==> config.mk <==
export PLATFORM = sky130hd
export DESIGN_NAME = rxb_buffer
export DESIGN_NICKNAME = d
export VERILOG_FILES = /design/src/rtl/rxb_pkg.sv /design/src/rtl/rxb_ctrl.sv /design/src/rtl/rxb_store.sv /design/src/rtl/rxb_buffer.sv
export SDC_FILE = /design/constraint.sdc
export NUM_CORES = 1
export LEC_CHECK = 0
export ABC_AREA = 1
export BUFFER_PORTS_ARGS = -buffer_cell sky130_fd_sc_hd__buf_2
export CAP_MARGIN = 20
export CORE_MARGIN = 3
export CORE_UTILIZATION = 45
export CTS_CLUSTER_DIAMETER = 60
export DETAILED_ROUTE_END_ITERATION = 12
export HOLD_SLACK_MARGIN = 0.05
export SLEW_MARGIN = 5
export SYNTH_ARGS = -nofsm -noshare
export SYNTH_HDL_FRONTEND = slang
export SYNTH_SLANG_ARGS = --single-unit
==> constraint.sdc <==
create_clock -name clk -period 5.05 [get_ports clk]
set_clock_uncertainty 0.1 [all_clocks]
set_input_delay 1.01 -clock clk [delete_from_list [all_inputs] [get_ports clk]]
set_output_delay 1.01 -clock clk [all_outputs]
set_load 0.05 [all_outputs]
==> src/rtl/rxb_pkg.sv <==
package rxb_pkg;
    typedef enum logic [1:0] {
        RXB_EMPTY   = 2'd0,
        RXB_PARTIAL = 2'd1,
        RXB_FULL    = 2'd2
    } rxb_state_e;
endpackage

==> src/rtl/rxb_ctrl.sv <==
module rxb_ctrl
    import rxb_pkg::*;
#(
    parameter int DEPTH = 4
) (
    input  logic clk,
    input  logic rst_n,
    input  logic rx_en,
    input  logic push_valid,
    input  logic brk_evt,
    input  logic rd_req,
    input  logic flush,
    output logic do_write,
    output logic do_over,
    output logic do_pop,
    output logic can_accept,
    output logic rdy,
    output logic full
);
    localparam int CNT_W = $clog2(DEPTH + 1);

    rxb_state_e       state_q, state_d;
    logic [CNT_W-1:0] cnt_q, cnt_d;
    logic             data_ok, any_push, is_full;

    always_comb begin
        is_full    = (state_q == RXB_FULL);
        can_accept = rx_en && !is_full;
        do_pop     = rd_req && (state_q != RXB_EMPTY) && !flush;
        data_ok    = push_valid && can_accept && !brk_evt;
        any_push   = (data_ok || brk_evt) && !flush;
        do_over    = any_push && is_full && !do_pop;
        do_write   = any_push && !do_over;
    end

    always_comb begin
        state_d = state_q;
        cnt_d   = cnt_q;
        if (flush) begin
            cnt_d = '0;
        end else begin
            cnt_d = cnt_q + CNT_W'(do_write) - CNT_W'(do_pop);
        end
        unique case (state_q)
            RXB_EMPTY: begin
                if (!flush && do_write)
                    state_d = (DEPTH == 1) ? RXB_FULL : RXB_PARTIAL;
            end
            RXB_PARTIAL: begin
                if (flush)
                    state_d = RXB_EMPTY;
                else if (do_write && !do_pop && cnt_q == CNT_W'(DEPTH - 1))
                    state_d = RXB_FULL;
                else if (do_pop && !do_write && cnt_q == CNT_W'(1))
                    state_d = RXB_EMPTY;
            end
            RXB_FULL: begin
                if (flush)
                    state_d = RXB_EMPTY;
                else if (do_pop && !do_write)
                    state_d = (DEPTH == 1) ? RXB_EMPTY : RXB_PARTIAL;
            end
            default: state_d = RXB_EMPTY;
        endcase
    end

    always_ff @(posedge clk or negedge rst_n) begin
        if (!rst_n) begin
            state_q <= RXB_EMPTY;
            cnt_q   <= '0;
        end else begin
            state_q <= state_d;
            cnt_q   <= cnt_d;
        end
    end

    always_comb begin
        rdy  = (state_q != RXB_EMPTY);
        full = (state_q == RXB_FULL);
    end
endmodule

==> src/rtl/rxb_store.sv <==
module rxb_store #(
    parameter int DEPTH = 4,
    parameter int WIDTH = 8
) (
    input  logic             clk,
    input  logic             rst_n,
    input  logic             do_write,
    input  logic             do_over,
    input  logic             do_pop,
    input  logic             flush,
    input  logic             nonempty,
    input  logic [WIDTH-1:0] wdata,
    output logic [WIDTH-1:0] rdata
);
    localparam int PTR_W = (DEPTH > 1) ? $clog2(DEPTH) : 1;
    localparam logic [PTR_W-1:0] LAST = PTR_W'(DEPTH - 1);

    logic [PTR_W-1:0] wr_ptr, rd_ptr, newest;
    logic [WIDTH-1:0] slot [DEPTH];

    assign newest = (wr_ptr == '0) ? LAST : wr_ptr - PTR_W'(1);

    for (genvar i = 0; i < DEPTH; i++) begin : g_slot
        logic we;
        assign we = (do_write && wr_ptr == PTR_W'(i)) ||
                    (do_over  && newest == PTR_W'(i));
        always_ff @(posedge clk or negedge rst_n) begin
            if (!rst_n)  slot[i] <= '0;
            else if (we) slot[i] <= wdata;
        end
    end

    always_ff @(posedge clk or negedge rst_n) begin
        if (!rst_n) begin
            wr_ptr <= '0;
            rd_ptr <= '0;
        end else if (flush) begin
            wr_ptr <= '0;
            rd_ptr <= '0;
        end else begin
            if (do_write) wr_ptr <= (wr_ptr == LAST) ? '0 : wr_ptr + PTR_W'(1);
            if (do_pop)   rd_ptr <= (rd_ptr == LAST) ? '0 : rd_ptr + PTR_W'(1);
        end
    end

    assign rdata = nonempty ? slot[rd_ptr] : '0;
endmodule

==> src/rtl/rxb_buffer.sv <==
module rxb_buffer #(
    parameter int DEPTH = 4,
    parameter int WIDTH = 8
) (
    input  logic             clk,
    input  logic             rst_n,
    input  logic             rx_en,
    input  logic             push_valid,
    input  logic [WIDTH-1:0] push_data,
    input  logic             brk_evt,
    input  logic             brk_clr,
    input  logic             flush,
    input  logic             rd_req,
    output logic [WIDTH-1:0] rd_data,
    output logic             rdy,
    output logic             full,
    output logic             can_accept,
    output logic             brk_flag
);
    logic             do_write, do_over, do_pop;
    logic [WIDTH-1:0] wdata;

    assign wdata = brk_evt ? '0 : push_data;

    rxb_ctrl #(.DEPTH(DEPTH)) u_ctrl (
        .clk        (clk),
        .rst_n      (rst_n),
        .rx_en      (rx_en),
        .push_valid (push_valid),
        .brk_evt    (brk_evt),
        .rd_req     (rd_req),
        .flush      (flush),
        .do_write   (do_write),
        .do_over    (do_over),
        .do_pop     (do_pop),
        .can_accept (can_accept),
        .rdy        (rdy),
        .full       (full)
    );

    rxb_store #(.DEPTH(DEPTH), .WIDTH(WIDTH)) u_store (
        .clk      (clk),
        .rst_n    (rst_n),
        .do_write (do_write),
        .do_over  (do_over),
        .do_pop   (do_pop),
        .flush    (flush),
        .nonempty (rdy),
        .wdata    (wdata),
        .rdata    (rd_data)
    );

    always_ff @(posedge clk or negedge rst_n) begin
        if (!rst_n)       brk_flag <= 1'b0;
        else if (brk_evt) brk_flag <= 1'b1;
        else if (brk_clr) brk_flag <= 1'b0;
    end
endmodule

After elaboration in Yosys (flattened, before gate mapping)
Index checks and enable logic that the tools add are counted.
- output and inout port bits: 12
- input bits: 16
- flip-flop bits (word level): 42
- logic and storage cells: 93
- $add $sub $neg: 5
- reduce and logical (&&, ||, !) cells: 41
- muxes and demuxes: 22
- bitwise operators: 1
- eq/ne operators: 14
- magnitude comparators: 1
- operators by type and width (cell ; number):
    2-to-1 mux 8 bit ; 4
    2-to-1 mux 2 bit ; 13
    logical AND 1 bit ; 22
    binary-select mux 8 bit (select 2 bit) ; 1
    equality test 2 bit, second input constant ; 6
    nonzero test 2 bit ; 4
    equality test 2 x 1 -> 1 bit, second input constant ; 3
    logical NOT 1 bit ; 6
    logical NOT 2 bit ; 3
    one-hot mux 2 bit (3 select lines) ; 1
    logical OR 1 bit ; 5
    adder 2 x 1 -> 2 bit, second input constant ; 2
    inequality test 4 x 2 -> 1 bit, second input constant ; 1
    adder 3 x 1 -> 3 bit ; 1
    equality test 3 x 1 -> 1 bit, second input constant ; 1
    equality test 3 x 2 -> 1 bit, second input constant ; 1
    greater-or-equal comparator 3 bit, second input constant ; 1
    2-to-1 mux 3 bit ; 1
    inequality test 3 x 2 -> 1 bit, second input constant ; 1
    NOT 2 -> 3 bit ; 1
    AND reduction 3 bit ; 1
    subtractor 3 x 1 -> 3 bit ; 1
    2-to-1 mux 1 bit ; 2
    inequality test 2 x 1 -> 1 bit, second input constant ; 1
    subtractor 2 x 1 -> 2 bit, second input constant ; 1

Logic depth before layout (Yosys ltp)
Gate-level depths: netlist of run 1.
- depth after elaboration: 18
- gate-level depth with buffers: 13
- depth with buffers taken out: 13

By module
A second synthesis of run 1 with hierarchy kept.
- cell total of the unflattened synthesis: 307
- area, all modules: 2348.5 um^2
- by module, submodules not included (module ; sequential area each (um^2) ; instances ; cells an instance ; area each (um^2)):
    rxb_store ; 900.9 ; 1 ; 230 ; 1814.2
    rxb_ctrl ; 125.1 ; 1 ; 55 ; 422.9
    rxb_buffer ; 25.0 ; 1 ; 22 ; 111.4

Worst setup path after synthesis of run 1
Ideal clock, no wire load.
- path kind: reg-to-output
- start: register u_store.rd_ptr[0]
- end: output port rd_data[0]
- stages on the path, launching flop included: 7
- buffers on the path: 2
- arrival: 1.784 ns
- setup slack: 2.156 ns
- required time: 3.940 ns
- cell sequence: dfrtp_1 buf_2 buf_1 nor2_1 nor2_1 o21ai_0 a21oi_1
- word-level cells in the longest chain between the ends: 5
- ends and longest elaborated chain (item ; RTL line ; source):
    start: declaration ; rxb_store.sv:18 ; logic [PTR_W-1:0] wr_ptr, rd_ptr, newest;
    start signal: assignment ; rxb_store.sv:42 ; if (do_pop) rd_ptr <= (rd_ptr == LAST) ? '0 : rd_ptr + PTR_W'(1);
    NOT 2 -> 3 bit (implied by the code) ; rxb_store.sv:46 ; assign rdata = nonempty ? slot[rd_ptr] : '0;
    binary-select mux 8 bit (select 2 bit) ; rxb_store.sv:46 ;
    2-to-1 mux 8 bit (implied by the code) (2 in a row) ; rxb_store.sv:46 ;
    2-to-1 mux 8 bit ; rxb_store.sv:46 ;
    end: declaration ; rxb_buffer.sv:14 ; output logic [WIDTH-1:0] rd_data,
No other way between the ends. The select of a mux whose other input is x is not followed.

Worst setup path after layout of run 1
- start: register u_store.rd_ptr[0]
- end: output port rd_data[3]
Same word-level chain as after synthesis.

==> flow_summary.json, run 1 <==
{
  "track_usage": 0.2014,
  "ant_nets": 0,
  "core_area_mm2": 0.004817,
  "setup_viol": 0,
  "syn2layout_area_growth_pct": 12.56,
  "crit_path_end_kind": "output port",
  "wirelength_mm": 5.582,
  "switching_share": 0.4177,
  "synth_fp_nets": 319,
  "p_leak_nw": 1.443,
  "place_area_mm2": 0.002499,
  "routed_via_density": 5.079,
  "cts.sinks": 42,
  "status": "completed",
  "clk_pin_slew_ps": 80,
  "fp.dieW_um": 77.51,
  "antenna_found_initial": 0,
  "slew_viol_final": 0,
  "grt_pass1_vias": 1975,
  "portBuffers": 27,
  "synth_cell_types": 28,
  "clk_latency_ps": 290,
  "num_rows": 25,
  "start_kind": "flop",
  "initial_core_util": 0.4777,
  "hold_viol_final": 0,
  "syn_inst": 295,
  "grt_max_degree": 43,
  "fin_setup_tns_ps": 0,
  "crit_fanout": 20,
  "wl_per_cell_um": 14.24,
  "cts_buffer_depth": 2,
  "slew_headroom": 0.3569,
  "globalplace.congestion": 0.9263,
  "h-tree-depth": 2,
  "cts_tree": "built",
  "pwr_density_cell_mw_per_mm2": 442.6,
  "cts_root_buf": "clkbuf_8",
  "dr.pass1.iters": 4,
  "path_class": "flop to output port",
  "hp-class": "flop to flop",
  "cap_violations": 0,
  "cts.repair.resized": 0,
  "worst_pin_slew_ps": 964.7,
  "intPower_mw": 0.6676,
  "whs_ps": 406.7,
  "fp.dieH_um": 77.51,
  "required_ps": 3940,
  "ys_seq_area_frac": 0.4568,
  "grt_pass1_wl_mm": 9.508,
  "drc": 0,
  "clockPowerShare": 0.195,
  "die-area_mm2": 0.006007,
  "syn_area_mm2": 0.002301,
  "ir_worst_vdd_mv": 0.2502,
  "crit_arrival_ps": 1940,
  "drtIter0Drc": 118,
  "synth-seq-cells": 42,
  "diodes": 0,
  "synth_warnings": 0,
  "cts_hold_buf": 0,
  "fin_crit_ps": 3055,
  "postCtsSetupRepairBufs": 0,
  "syn_avg_cell_area_um2": 7.800,
  "ioPinCount": 28,
  "seqPwrFrac": 0.435,
  "dpl.hpwl_mm": 4.175,
  "power.total_mw": 1.146,
  "finalInstanceArea_mm2": 0.002590,
  "cts_made_buffers": 5,
  "post-route-period-util": 0.6049,
  "max_freq_mhz": 327.4,
  "vias": 1991,
  "overflow": 0,
  "rsz0062_at_grt": "false",
  "p_sw_mw": 0.4788,
  "drive_above_1_share": 0.1846,
  "pwr-share-comb": 0.370,
  "final_nets": 348
}
==> logic make-up after synthesis <==
kind of cell,synth area share
fa+ha+maj,0.04676
buf+inv,0.05275
flops,0.4568
compound gates,0.08102
simple gates,0.3589
xor+xnor,0.003807
==> synth_stat cells, drive strengths merged <==
library cell	count	area [um^2]
o21ai	22	110.1
xor2	1	8.760
and3	1	6.260
a31oi	1	6.260
buf	3	13.76
nor3	1	5.000
fa	1	20.02
clkbuf	2	7.510
ha	7	87.58
nand2	90	417.9
a21oi	10	53.80
inv	26	100.1
dfrtp	42	1051
nor2	47	195.2
o41ai	1	8.760
nand4	1	6.260
o31ai	1	7.510
nand3	38	195.2
==> power groups by stage <==
| stage | logic, mW | clock network (mW) | registers (mW) |
|---|---|---|---|
| 2_1_floorplan | 0.343 | 0 | 0.473 |
| 3_3_place_gp | 0.421 | 0 | 0.504 |
| 3_5_place_dp | 0.426 | 0 | 0.505 |
| 4_1_cts | 0.427 | 0.232 | 0.499 |
| 5_1_grt | 0.479 | 0.248 | 0.511 |
| 6_report | 0.424 | 0.224 | 0.499 |
==> placed cells by master (no fill, tap or decap), types with 5 or more instances in the layout <==
master	count
inv_1	20
a21oi_1	9
dfrtp_1	42
nor2_1	45
buf_2	27
nand2_1	74
nand2_4	8
inv_2	5
nand3_1	37
clkbuf_8	6
o21ai_0	21
nand2_2	8
ha_1	7
==> worst max-delay path, cell delays in order, from the launching register on <==
cell     delay (ps)
dfrtp_1         790
inv_2           240
o21ai_0         280
a21oi_1         100
buf_2           230
==> path summary, 6_finish.rpt <==
| kind | from | to | slack (ps) | cells after the start |
|---|---|---|---|---|
| max | u_store.rd_ptr[0]$_DFFE_PN0P_ | rd_data[3] | 2000 | 4 |
| min | u_store.slot[22]$_DFFE_PN0P_ | u_store.slot[22]$_DFFE_PN0P_ | 410 | 2 |
| max reg2reg | u_ctrl.state_q[0]$_DFFE_PN0P_ | u_ctrl.cnt_q[2]$_DFF_PN0_ | 2750 | 13 |
| min reg2reg | u_store.slot[22]$_DFFE_PN0P_ | u_store.slot[22]$_DFFE_PN0P_ | 410 | 2 |
| max in group asynchronous | rst_n | u_store.slot[29]$_DFFE_PN0P_ | 3480 | 1 |
| min in group asynchronous | rst_n | u_ctrl.cnt_q[1]$_DFF_PN0_ | 760 | 1 |
==> routing by layer <==
| metal | GRT usage | wire [um] | up-vias |
|---|---|---|---|
| met5 | 0 | 0 | - |
| met4 | 0.07651 | 85 | 0 |
| met3 | 0.03132 | 156 | 8 |
| met2 | 0.3351 | 2821 | 37 |
| met1 | 0.2644 | 2519 | 944 |
| li1 | - | - | 1002 |
==> per-stage QoR <==
step	util	setup WS, ps	cells
floorplan	-	2156	295
global placement	0.5187	2229	384
detailed placement	0.5187	2148	384
CTS	0.5377	2016	392
global route	0.5377	1807	392
finish	0.5377	1995	392
==> final cells by class <==
cell class / instances / area, um^2
Inverter: 26 / 100.1
Multi-Input combinational cell: 222 / 1129
Sequential cell: 42 / 1051
Tap cell: 67 / 83.83
Clock inverter: 1 / 5.005
Fill cell: 488 / 2227
Clock buffer: 7 / 86.33
Timing Repair Buffer: 27 / 135.1
==> state kept, by name, indices dropped and copies added, names as in the netlist <==
name and cells:
brk_flag 1, u_ctrl.cnt_q 3, u_ctrl.state_q 2, u_store.rd_ptr 2
u_store.slot 32, u_store.wr_ptr 2
Note: power is estimated with default switching activity, not from simulation.
==> inputs of run 2 (changes only) <==
ABC_AREA = 0   (was 1)
PLACE_DENSITY = 0.67   (was not set)
clock period = 2.8 ns   (was 5.05 ns; I/O delays follow)
==> flow_summary.json, run 2 <==
{
  "max_stage_delay_ps": 710,
  "cts.sinks": 42,
  "yosysTopAreaCell": "dfrtp_1",
  "syn_inst": 165,
  "hold_viol_final": 0,
  "cp_cell_sequence": "mux4_2 > nor2b_1 > buf_2",
  "largest_reg_flops": 32,
  "intPower_mw": 1.107,
  "synthFlopType": "dfrtp_1",
  "syn2layout_area_growth_pct": 13.54,
  "num_rows": 25,
  "fp.dieW_um": 76.65,
  "clk_pin_slew_ps": 80,
  "p_leak_nw": 1.209,
  "post-route-period-util": 0.9207,
  "synth.area.mux_share": 0.2763,
  "crit_fanout": 9,
  "timing.final.ws_setup_ps": 222.0,
  "synthAdderAreaFrac": 0.04791,
  "globalplace.congestion": 0.8081,
  "synth_cell_types": 36,
  "grt_pass1_vias": 1523,
  "cts_tree": "built",
  "mostFrequentLayoutCells": "dfrtp_1 (42), buf_2 (27), mux2_2 (24), nor2b_1 (17), inv_1 (9)",
  "crit_path_end_kind": "output port",
  "ys_top_cells_by_area": "dfrtp_1 (47%), mux2_2 (12%), mux4_2 (8.0%)",
  "cts_buffer_depth": 2,
  "final_nets": 221,
  "cts_root_buf": "clkbuf_8",
  "async_reset_ff_frac": 1.000,
  "cts_hold_buf": 0,
  "track_usage": 0.1656,
  "yosys-top-cells-count": "dfrtp_1 (42), mux2_2 (24), nor2b_1 (17)",
  "final_common_cell": "dfrtp_1",
  "ys_seq_area_frac": 0.4680,
  "worst_pin_slew_ps": 933.2,
  "diodes": 0,
  "wl_per_cell_um": 16.94,
  "portBuffers": 27,
  "cts_made_buffers": 5,
  "seqPwrFrac": 0.506,
  "cp-startpoint": "u_store.rd_ptr[0]$_DFFE_PN0P_",
  "reg2regPathDepth": 8,
  "die-area_mm2": 0.005874,
  "reg2reg_from": "u_ctrl.state_q[0]$_DFFE_PN0P_",
  "routed_via_density": 5.287,
  "antenna_found_initial": 0,
  "fp.dieH_um": 76.65,
  "rsz0062_at_grt": "false",
  "ir_worst_vdd_mv": 0.3375,
  "synth-edff-count": 0,
  "cts.repair.resized": 0,
  "synth_xor_area_frac": 0.007799,
  "netlist.area_leader.share": 0.4680,
  "pwr-share-comb": 0.250,
  "slew_viol_final": 0,
  "slew_headroom": 0.3779,
  "setup_viol": 0,
  "pwr_density_cell_mw_per_mm2": 620.8,
  "dpl.hpwl_mm": 3.125,
  "vias": 1401,
  "largestRegisters": "u_store.slot (32), u_ctrl.cnt_q (3)",
  "crit_arrival_ps": 1920,
  "clk_latency_ps": 290,
  "ant_nets": 0,
  "rrSetupSlack_ps": 320,
  "synth_compound_area_frac": 0.03788,
  "r2r_end": "u_ctrl.state_q[0]$_DFFE_PN0P_",
  "required_ps": 2140,
  "switching_share": 0.3008,
  "core_area_mm2": 0.004786,
  "status": "completed",
  "postCtsSetupRepairBufs": 0,
  "yosys.area_share.simple": 0.1331,
  "syn_area_mm2": 0.002246,
  "start_kind": "flop",
  "max_freq_mhz": 387.9,
  "clockPowerShare": 0.243,
  "cp_slowest_cell": "dfrtp_1",
  "grt_pass1_wl_mm": 7.541,
  "syn_avg_cell_area_um2": 13.61,
  "overflow": 0,
  "endpoint": "rd_data[6]",
  "drtIter0Drc": 92,
  "synth_fp_nets": 189,
  "p_sw_mw": 0.4762,
  "ioPinCount": 28,
  "fin_setup_tns_ps": 0,
  "fin_crit_ps": 2578,
  "yosysMostFrequentCell": "dfrtp_1",
  "dr.pass1.iters": 4,
  "largest-register": "u_store.slot",
  "synth-seq-cells": 42,
  "drc": 0,
  "wirelength_mm": 4.489,
  "synth_warnings": 0,
  "cap_violations": 0,
  "h-tree-depth": 2,
  "synth_top_family_by_area": "multiplexers",
  "hp-class": "primary input to async pin",
  "dp_slack_ps": 215.8,
  "initial_core_util": 0.4693,
  "grt_max_degree": 43,
  "drive_above_1_share": 0.4444,
  "path_class": "flop to output port"
}
## run 2: cell count changes in the layout (fill, tap and decap cells not counted), moves of 5 or more
cell	delta
nor2_1	-38
o21ai_0	-18
nand2_4	-8
mux4_2	+8
mux2_4	+8
inv_1	-11
nand2_2	-8
nand3_1	-36
mux2_2	+24
inv_2	-5
nand2_1	-74
mux2i_1	+5
a21oi_1	-6
nor2b_1	+17
## run 2: worst min-delay path by stage
stage | startpoint | endpoint | slack [ps] | cells after the start
2_1_floorplan | rst_n | brk_flag$_DFFE_PN0P_ | 160 | 0
3_3_place_gp | brk_flag$_DFFE_PN0P_ | brk_flag$_DFFE_PN0P_ | 360 | 1
3_5_place_dp | brk_flag$_DFFE_PN0P_ | brk_flag$_DFFE_PN0P_ | 370 | 1
4_1_cts | rst_n | u_store.slot[0]$_DFFE_PN0P_ | 330 | 1
5_1_grt | rst_n | u_store.slot[0]$_DFFE_PN0P_ | 380 | 1
6_report | rst_n | u_store.slot[0]$_DFFE_PN0P_ | 300 | 1
## run 2: final cells by class
cell class	count	area [um^2]
Clock buffer	6	72.57
Tap cell	67	83.83
Timing Repair Buffer	31	165.2
Clock inverter	2	13.76
Inverter	9	33.78
Multi-Input combinational cell	108	1130
Fill cell	426	2236
Sequential cell	42	1051
## run 2: layer usage
metal,global-route usage,part of all wire,vias up
met5,0,0,-
li1,-,-,646
met3,0.04374,0.039,12
met4,0.07246,0.028,0
met1,0.1958,0.43,713
met2,0.2830,0.50,30
## run 2: kinds of logic (layout without fill, tap and decap cells)
kind of cell             Yosys count  count (layout)
adder cells (fa/ha/maj)            8               8
XOR/XNOR                           2               2
AO/OA/AOI/OAI                     11              11
flip-flops                        42              42
multiplexers                      45              45
AND/OR/NAND/NOR                   42              42
buffers and inverters             15              48
## run 2: per-stage QoR
stage / hold WS, ps / instances / power, mW / util / instance area [um^2]
2_1_floorplan: 164.4 / 165 / 1.099 / - / 2246
3_3_place_gp: 362.0 / 257 / 1.185 / 0.5148 / 2464
3_5_place_dp: 367.0 / 257 / 1.214 / 0.5148 / 2464
4_1_cts: 332.0 / 265 / 1.601 / 0.5328 / 2550
5_1_grt: 381.9 / 265 / 1.674 / 0.5328 / 2550
6_report: 298.0 / 265 / 1.583 / 0.5328 / 2550
## run 2: power groups by stage
stage | Combinational, mW | Clock [mW] | Sequential [mW]
6_report | 0.396 | 0.385 | 0.802
5_1_grt | 0.433 | 0.423 | 0.817
4_1_cts | 0.403 | 0.397 | 0.801
3_5_place_dp | 0.401 | 0 | 0.812
3_3_place_gp | 0.385 | 0 | 0.800
2_1_floorplan | 0.316 | 0 | 0.783
## run 2: worst max-delay path: cells and delay by family, from the launching register on
family	cells	cell delay, ps
and+or+nand+nor	1	140
muxes	1	580
DFF	1	710
buffers and inverters	1	200
==> inputs of run 3 (changes only) <==
--- a/config.mk
+++ b/config.mk
@@ -11,3 +11,3 @@
 export CORE_MARGIN = 3
-export CORE_UTILIZATION = 45
+export CORE_UTILIZATION = 52
 export CTS_CLUSTER_DIAMETER = 60
@@ -15,4 +15,4 @@
 export HOLD_SLACK_MARGIN = 0.05
-export PLACE_DENSITY = 0.67
-export SLEW_MARGIN = 5
+export PLACE_DENSITY = 0.76
+export SLEW_MARGIN = 15
 export SYNTH_ARGS = -nofsm -noshare
--- a/constraint.sdc
+++ b/constraint.sdc
@@ -4,2 +4,2 @@
 set_output_delay 0.56 -clock clk [all_outputs]
-set_load 0.05 [all_outputs]
+set_load 0.01 [all_outputs]
==> flow_summary.json, run 3 (same netlist as run 2, synthesis figures left out) <==
{
  "die-area_mm2": 0.005144,
  "dpl.hpwl_mm": 2.954,
  "wirelength_mm": 4.197,
  "clockPowerShare": 0.293,
  "wl_met2_mm": 2.184,
  "whs_ps": 299.0,
  "cts.sinks": 42,
  "largest-register": "u_store.slot",
  "wl_per_cell_um": 16.86,
  "finalNonFillerCells": 249,
  "globalplace.congestion": 0.7616,
  "diodes": 0,
  "drc": 0,
  "pwr_density_cell_mw_per_mm2": 630.8,
  "clk_pin_slew_ps": 80,
  "mostFrequentLayoutCells": "dfrtp_1 (42), buf_2 (27), mux2_2 (24), nor2b_1 (17), inv_1 (9)",
  "routed_via_density": 5.514,
  "routed-wl-met3_um": 157,
  "intPower_mw": 1.198,
  "post-route-period-util": 0.8736,
  "num_rows": 23,
  "initial_core_util": 0.5496,
  "status": "completed",
  "hp-class": "primary input to async pin",
  "fin_crit_ps": 2446,
  "drtIter0Drc": 48,
  "rsz0062_at_grt": "false",
  "grt_pass1_vias": 1503,
  "postLayoutCoreUtil": 0.6265,
  "crit_fanout": 8,
  "grt_pass1_wl_mm": 7.203,
  "final_common_cell": "dfrtp_1",
  "p_sw_mw": 0.4170,
  "required_ps": 2930,
  "cts_hold_buf": 0,
  "setup_viol": 0,
  "dr.pass1.iters": 4,
  "worst_pin_slew_ps": 917.4,
  "vias": 1373,
  "crit_path_end_kind": "flop",
  "crit_arrival_ps": 2580,
  "pwr-share-comb": 0.215,
  "grt_max_degree": 43,
  "slew_viol_final": 0,
  "cts_buffer_depth": 2,
  "fp.dieH_um": 71.72,
  "place_inst": 241,
  "drive_above_1_share": 0.4472,
  "largestRegisters": "u_store.slot (32), u_ctrl.cnt_q (3)",
  "antenna_found_initial": 0,
  "clk_latency_ps": 290,
  "fp.dieW_um": 71.72,
  "reg2regPathDepth": 8,
  "final_nets": 222,
  "fin_setup_tns_ps": 0,
  "syn2layout_area_growth_pct": 13.98,
  "start_kind": "flop",
  "track_usage": 0.1870,
  "largest_reg_flops": 32,
  "cap_violations": 0,
  "portBuffers": 27,
  "p_leak_nw": 1.221,
  "power.total_mw": 1.615,
  "ant_nets": 0,
  "cts_made_buffers": 5,
  "h-tree-depth": 2,
  "path_class": "flop to flop",
  "cts_root_buf": "clkbuf_8",
  "max_freq_mhz": 408.8,
  "ir_worst_vdd_mv": 0.2723,
  "overflow": 0,
  "switching_share": 0.2582,
  "cts_tree": "built",
  "top_layer": "met4",
  "drt-met1-wl_mm": 1.795,
  "ioPinCount": 28,
  "seqPwrFrac": 0.492,
  "postCtsSetupRepairBufs": 0,
  "cts.repair.resized": 0,
  "hold_viol_final": 0,
  "slew_headroom": 0.3884,
  "core_area_mm2": 0.004086
}
[run 3: changes by cell type in the layout (fill, tap and decap cells not counted)]
cell,previous run,this run
bufinv_16,0,1
clkinvlp_4,0,1
buf_4,4,5
clkinv_4,1,0
clkinv_2,1,0
[run 3: path summary, 6_finish.rpt]
path	from	endpoint	slack, ps
max in group asynchronous	rst_n	u_store.wr_ptr[0]$_DFFE_PN0P_	1730
worst min-delay path	rst_n	u_store.slot[22]$_DFFE_PN0P_	300
worst min register to register	brk_flag$_DFFE_PN0P_	brk_flag$_DFFE_PN0P_	380
worst max-delay path	u_ctrl.state_q[1]$_DFFE_PN0P_	u_ctrl.state_q[0]$_DFFE_PN0P_	350
min in group clk	brk_flag$_DFFE_PN0P_	brk_flag$_DFFE_PN0P_	380
worst max register to register	u_ctrl.state_q[1]$_DFFE_PN0P_	u_ctrl.state_q[0]$_DFFE_PN0P_	350
[run 3: power groups by stage]
stage | registers [mW] | logic, mW | clock network (mW)
CTS | 0.794 | 0.353 | 0.485
detailed placement | 0.805 | 0.352 | 0
floorplan | 0.780 | 0.265 | 0
finish | 0.795 | 0.346 | 0.473
global placement | 0.792 | 0.336 | 0
global route | 0.811 | 0.379 | 0.520
[run 3: metal layers]
layer / vias up / GRT usage
li1: 651 / -
met5: - / 0
met2: 25 / 0.3051
met3: 5 / 0.05750
met4: 0 / 0.07724
met1: 692 / 0.2312
[run 3: critical path, cell delays in order, from the launching register on]
cell,delay [ps]
dfrtp_1,490
or2b_1,330
a31oi_4,210
nor3_1,70
ha_1,190
nand4b_1,110
or4b_2,590
a31o_2,230
nand3_1,70
[run 3: layout make-up]
| cell class | count | area [um^2] |
|---|---|---|
| well taps | 50 | 62.56 |
| repair buffers | 32 | 172.7 |
| flip-flops and latches | 42 | 1051 |
| fillers | 323 | 1526 |
| multi-input cells | 108 | 1130 |
| clock inverters | 2 | 37.54 |
| clock buffers | 6 | 72.57 |
| inverters | 9 | 33.78 |
[run 3: stage by stage]
step,instance area [um^2],setup slack [ps]
2_1_floorplan,2246,125.1
6_report,2560,353.8
5_1_grt,2560,198.3
3_3_place_gp,2450,361.4
4_1_cts,2560,349.5
3_5_place_dp,2450,277.0
